## config.mk

```make
export PLATFORM = sky130hd
export DESIGN_NAME = order_watch
export DESIGN_NICKNAME = d
export VERILOG_FILES = /design/src/rtl/order_watch_pkg.sv /design/src/rtl/order_watch_history.sv /design/src/rtl/order_watch_decide.sv /design/src/rtl/order_watch.sv
export SDC_FILE = /design/constraint.sdc
export NUM_CORES = 1
export LEC_CHECK = 0
export ABC_AREA = 1
export BUFFER_PORTS_ARGS = -buffer_cell sky130_fd_sc_hd__buf_4
export CAP_MARGIN = 20
export CORE_AREA = 8 8 45 47
export DETAILED_ROUTE_END_ITERATION = 8
export DIE_AREA = 0 0 53 55
export GPL_TIMING_DRIVEN = 0
export HOLD_SLACK_MARGIN = 0.05
export PLACE_DENSITY_LB_ADDON = 0.1
export SKIP_LAST_GASP = 1
export SLEW_MARGIN = 30
export SYNTH_ARGS = -nofsm -noshare
export SYNTH_HDL_FRONTEND = slang
export SYNTH_SLANG_ARGS = --single-unit
```

## constraint.sdc

```tcl
create_clock -name clk -period 1 [get_ports clk]
set_input_delay 0 -clock clk [delete_from_list [all_inputs] [get_ports clk]]
set_output_delay 0 -clock clk [all_outputs]
set_load 0.1 [all_outputs]
```

## src/rtl/order_watch_pkg.sv

```systemverilog
package order_watch_pkg;

  localparam int unsigned PAIR_W = 2;

  typedef enum logic [PAIR_W-1:0] {
    PAIR_IDLE = 2'b00,
    PAIR_ARM  = 2'b01,
    PAIR_SIDE = 2'b10,
    PAIR_TOP  = 2'b11
  } pair_e;

  function automatic pair_e pack_pair(input logic a, input logic b);
    return pair_e'({a, b});
  endfunction

endpackage

```

## src/rtl/order_watch_history.sv

```systemverilog
module order_watch_history
  import order_watch_pkg::*;
(
  input  logic  clk,
  input  logic  rst_n,
  input  pair_e cur,
  output pair_e last_q,
  output pair_e before_q
);

  logic changed;

  assign changed = (cur != last_q);

  always_ff @(posedge clk or negedge rst_n) begin
    if (!rst_n) begin
      last_q   <= PAIR_IDLE;
      before_q <= PAIR_IDLE;
    end else if (changed) begin
      before_q <= last_q;
      last_q   <= cur;
    end
  end

  AST_REPEAT_KEEPS_BEFORE: assert property (@(posedge clk) disable iff (!rst_n)
    (cur == last_q) |=> $stable(before_q));

  AST_CHANGE_SHIFTS: assert property (@(posedge clk) disable iff (!rst_n)
    (cur != last_q) |=> (before_q == $past(last_q)));

endmodule

```

## src/rtl/order_watch_decide.sv

```systemverilog
module order_watch_decide
  import order_watch_pkg::*;
(
  input  pair_e cur,
  input  pair_e last_q,
  input  pair_e before_q,
  output logic  hit
);

  logic fresh_entry;
  logic dwell_entry;

  always_comb begin
    fresh_entry = (last_q == PAIR_ARM);
    dwell_entry = (last_q == PAIR_TOP) && (before_q == PAIR_ARM);
    hit         = (cur == PAIR_TOP) && (fresh_entry || dwell_entry);
  end

endmodule

```

## src/rtl/order_watch.sv

```systemverilog
module order_watch
  import order_watch_pkg::*;
(
  input  logic clk,
  input  logic rst_n,
  input  logic x1,
  input  logic x2,
  output logic z
);

  pair_e cur;
  pair_e last_q;
  pair_e before_q;
  logic  hit;

  assign cur = pack_pair(x1, x2);

  order_watch_history u_history (
    .clk      (clk),
    .rst_n    (rst_n),
    .cur      (cur),
    .last_q   (last_q),
    .before_q (before_q)
  );

  order_watch_decide u_decide (
    .cur      (cur),
    .last_q   (last_q),
    .before_q (before_q),
    .hit      (hit)
  );

  assign z = hit && rst_n;

  AST_ONLY_AT_TOP: assert property (@(posedge clk) disable iff (!rst_n)
    z |-> (x1 && x2));

  AST_ARM_ENTRY: assert property (@(posedge clk) disable iff (!rst_n)
    ($past(rst_n) && x1 && x2 && !$past(x1) && $past(x2)) |-> z);

  AST_SIDE_ENTRY: assert property (@(posedge clk) disable iff (!rst_n)
    (x1 && x2 && $past(x1) && !$past(x2)) |-> !z);

  AST_IDLE_ENTRY: assert property (@(posedge clk) disable iff (!rst_n)
    (x1 && x2 && !$past(x1) && !$past(x2)) |-> !z);

  AST_DWELL_HOLD: assert property (@(posedge clk) disable iff (!rst_n)
    ($past(z) && x1 && x2 && $past(x1) && $past(x2)) |-> z);

  AST_RESET_LOW: assert property (@(posedge clk)
    !rst_n |-> !z);

endmodule

```

# ---- Word level (Yosys, flattened, before mapping)
# Cells that the tools add are included.
# W data, S select, Z words.
dict set report classes {
  reduce_logical 4
  eq_ne 5
}
# op n
set ops {}
lappend ops {{$eq A2 B1 Y1 const B} 2}
lappend ops {{$eq A2 B2 Y1 const B} 2}
lappend ops {{$logic_and A1 B1 Y1} 3}
lappend ops {{$ne A2 B2 Y1} 1}
lappend ops {{$logic_or A1 B1 Y1} 1}
dict set report totals {
  out_inout_bits 1
  register_bits 4
  word_cells 11
}

# ---- Depth between registers and ports, before layout
dict set report depth {
  word_depth 5
  depth_mapped 5
}

# ---- By module
# From an unflattened synthesis, not the netlist that was laid out.
dict set report hier_totals {
  hier_cells 32
  area_unflattened_um2 230.2
}
# mod instances area_per_inst_um2 cells_per_inst
set modules_own_cells {}
lappend modules_own_cells {order_watch_history 1 201.4 26}
lappend modules_own_cells {order_watch_decide 1 21.3 4}
lappend modules_own_cells {order_watch 1 7.5 2}

# ---- Worst setup path before layout
# Ideal clock, no wire load.
dict set report synth_path {
  path_kind {flip-flop to output port}
  start {reg u_history.before_q[1]}
  end {out z}
  path_stages_with_launch 4
  arrival_ps 1168
  setup_slack_ps -168
  path_cell_list {dfrtp_1 o21ai_0 nand3_1 inv_1}
}
dict set report synth_between {
  elab_chain_len 5
}
# item line_no
set synth_rtl {}
lappend synth_rtl {{start, declared} order_watch_history.sv:8} ;# output pair_e before_q
lappend synth_rtl {{start signal, assigned} order_watch_history.sv:20} ;# before_q <= last_q;
lappend synth_rtl {{$eq A2 B1 Y1} order_watch_decide.sv:15} ;# dwell_entry = (last_q == PAIR_TOP) && (before_q == PAIR_ARM);
lappend synth_rtl {{$logic_and A1 B1 Y1} order_watch_decide.sv:15}
lappend synth_rtl {{$logic_or A1 B1 Y1} order_watch_decide.sv:16} ;# hit = (cur == PAIR_TOP) && (fresh_entry || dwell_entry);
lappend synth_rtl {{$logic_and A1 B1 Y1} order_watch_decide.sv:16}
lappend synth_rtl {{$logic_and A1 B1 Y1} order_watch.sv:33} ;# assign z = hit && rst_n;
lappend synth_rtl {{end, declared} order_watch.sv:8} ;# output logic z
# No other way between the ends.

# ---- Worst setup path after layout
dict set report layout_path {
  start {reg u_history.last_q[0]}
  end {out z}
}
dict set report layout_between {
  elab_chain_len 5
}
# item line_no
set layout_rtl {}
lappend layout_rtl {{start, declared} order_watch_history.sv:7} ;# output pair_e last_q,
lappend layout_rtl {{start signal, assigned} order_watch_history.sv:21} ;# last_q <= cur;
lappend layout_rtl {{$eq A2 B2 Y1} order_watch_decide.sv:15}
lappend layout_rtl {{$logic_and A1 B1 Y1} order_watch_decide.sv:15}
lappend layout_rtl {{$logic_or A1 B1 Y1 (*)} order_watch_decide.sv:16}
lappend layout_rtl {{$logic_and A1 B1 Y1 (*)} order_watch_decide.sv:16}
lappend layout_rtl {{$logic_and A1 B1 Y1 (*)} order_watch.sv:33}
# Mark *: on every way between the ends. The rest lies on a longest branch, timed or not.

==> impl_metrics.tcl <==
set metrics [dict create \
    yosysSeqAreaShare_pct 44.9 \
    muxShareOfSynthArea_pct 0 \
    setup.worst_path.end_class "primary output" \
    cp.arrival_ps 1110 \
    grt_overflow 0 \
    pin_count 5 \
    worstPathMaxFanout 2 \
    fin_crit_sh_pct 111 \
    worstSkewPairLatency_ps 230 \
    placed_cells 51 \
    dr_total_vias 213 \
    startpoint_type "register" \
    status "finished, violations left" \
    timing.final.crit_period_ps 1110 \
    synthAdderAreaFrac_pct 0 \
    routabilityCongestion 0.711 \
    fin_hold_ws_ps 106 \
    rsz0062_at_grt "true" \
    row_count 14 \
    port_buffers 4 \
    violations "negative setup slack" \
    r2r_cells 6 \
    grt_util_met3_pct 1.87 \
    synth-seq-cells 4 \
    area_growth_syn_to_layout_pct 56.7 \
    drv_slew 0 \
    grt_use_total_pct 3.50 \
    final_util_pct 25.2 \
    tritoncts "yes" \
    yosys_warnings 0 \
    setup_viol 1 \
    place_worst_setup_slack_ps -3.96 \
    firstDrtPassIters 1 \
    cts-root-buf "clkbuf_4" \
    antennaDiodeCount 0 \
    grt_pass1_vias 207 \
    antenna_found_initial 0 \
    drv_cap 0 \
    top_usage_layer "met2" \
    crit_family "flip-flops" \
    core_region_area_sq_um 1380 \
    synth_compound_area_share_pct 10.7 \
    hpwl_um 367 \
    grt_max_degree 5 \
    peakVddDrop_mv 0.432 \
    worstPathCellList "nand2_1 -> nor2_1 -> nand3_1 -> clkinvlp_4 -> buf_12" \
    fp.dieArea_sq_um 2920 \
    grt_pass1_wl_um 696 \
    final.setup.tns_ps -112 \
    slowest_stage "dfrtp_1" \
    synth_top_family_by_area "simple AND/OR/NAND/NOR gates" \
    gr-usage-met1_pct 2.60 \
    hold_depth 4 \
    drc 0 \
    slew_headroom_pct 87.3 \
    synth_cell_type_count 11 \
    worst_ep_required_time_ps 1000 \
    p_per_area_nw_per_um2 1300 \
    die_x_um 53 \
    initial_core_util_pct 16.1 \
    skew_ps 4.28 \
    cts_max_path_buffers 2 \
    worst_pin_slew_ps 189 \
    fmax_ghz 0.899 \
    fin_area_sq_um 349 \
    finish.net_count 48 \
    crit_type "reg -> out" \
    min_path_type "in -> reg" \
    drive_gt1_share_pct 28.6 \
    numCtsBuffers 3 \
    hold_viol_final 0 \
    synth_xor_area_share_pct 3.93 \
    viasPerCell 3.67 \
    cp_num_buf_inv 2 \
    syn_avg_cell_area_sq_um 7.18 \
    htree_levels 1 \
    wl_per_cell_um 7.28 \
    total_power_uw 455 \
    fin_ws_ps -112 \
    ant_nets 0 \
    dr.first_iter.drc_count 0 \
    drt_wl_total_um 422 \
    fin_cells 58 \
    place_area_sq_um 277 \
    netlist_instances 31 \
    grtUsageMet2_pct 5.47 \
    netlist_area_sq_um 223 \
    leakage_nw 0.177 \
    path_clk_slew_ps 30 \
    max_stage_delay_ps 330 \
    syn_nets 35 \
    dieHeight_um 55 \
    cp_num_cells 5 \
    yosys.area_share.simple_pct 27.0 \
    cts_sinks 4 \
]
[layout make-up]
cell class,count,area (sq um)
Multi-Input combinational cell,19,92.6
Fill cell,163,1030
Timing Repair Buffer,8,80.1
Tap cell,16,20.0
Inverter,6,26.3
Clock buffer,3,22.5
Sequential cell,4,100
Buffer,2,7.51
[Yosys cell counts]
master	number	area share [%]
nand2_1	11	19
dfrtp_1	4	45
inv_1	4	6.7
nand3_1	3	6.7
clkbuf_1	2	3.4
inv_2	2	3.4
nor2_1	1	1.7
o21ai_0	1	2.2
o21bai_1	1	3.4
o21bai_2	1	5.1
xnor2_1	1	3.9
[metal layers]
metal  part of all wire (%)  wire, um
met4                   0.95         4
met5                      0         0
met2                     49       208
met3                     10        43
met1                     39       165
[tightest hold or removal path, delay by kind of cell]
family / cells / cell delay [ps]
buf+inv: 2 / 180
compound gates: 1 / 60
simple gates: 1 / 50
[flip-flops by register name, summed over array words and instances (netlist names)]
name and cells:
u_history.last_q 2, u_history.before_q 2
[power by group]
group | switching, mW | internal, mW | leakage [nW] | total (mW)
Combinational | 0.0408 | 0.0403 | 0.116 | 0.0811
Sequential | 0.00733 | 0.175 | 0.0474 | 0.182
Clock | 0.0575 | 0.134 | 0.0138 | 0.191
[path summary, 6_finish.rpt]
check / start / end / slack (ps)
max in group asynchronous: rst_n / u_history.last_q[0] / 690
hold reg to reg: u_history.before_q[0] / u_history.before_q[0] / 500
setup / recovery: u_history.last_q[0] / z / -110
setup reg to reg: u_history.last_q[0] / u_history.before_q[1] / 90
hold / removal: x2 / u_history.before_q[0] / 110
min in group asynchronous: rst_n / u_history.last_q[1] / 130
[layout by cell type, fill, tap and decap left out]
master and n:
o21bai_2 1, clkinvlp_4 1, buf_12 1, nor2_1 1, o21bai_1 1, inv_2 2
clkbuf_1 2, dlygate4sd3_1 3, dfrtp_1 4, nand3_1 3, nand2_1 11, buf_4 4
xnor2_1 1, inv_1 3, clkbuf_4 3, o21ai_1 1
[repair_timing]
action,CTS,global route
pin swaps,1,0
gates resized for setup,4,0
endpoints found under the setup margin,1,1
setup buffers,1,0
hold endpoints to repair,6,0
hold buffers,3,0
[logic make-up (layout without fill, tap and decap cells)]
family | Yosys count | in the layout
flip-flops | 4 | 4
XOR/XNOR | 1 | 1
AO/OA/AOI/OAI | 3 | 3
AND/OR/NAND/NOR | 15 | 15
buffers and inverters | 8 | 19
Note: power is estimated with default switching activity, not from simulation.
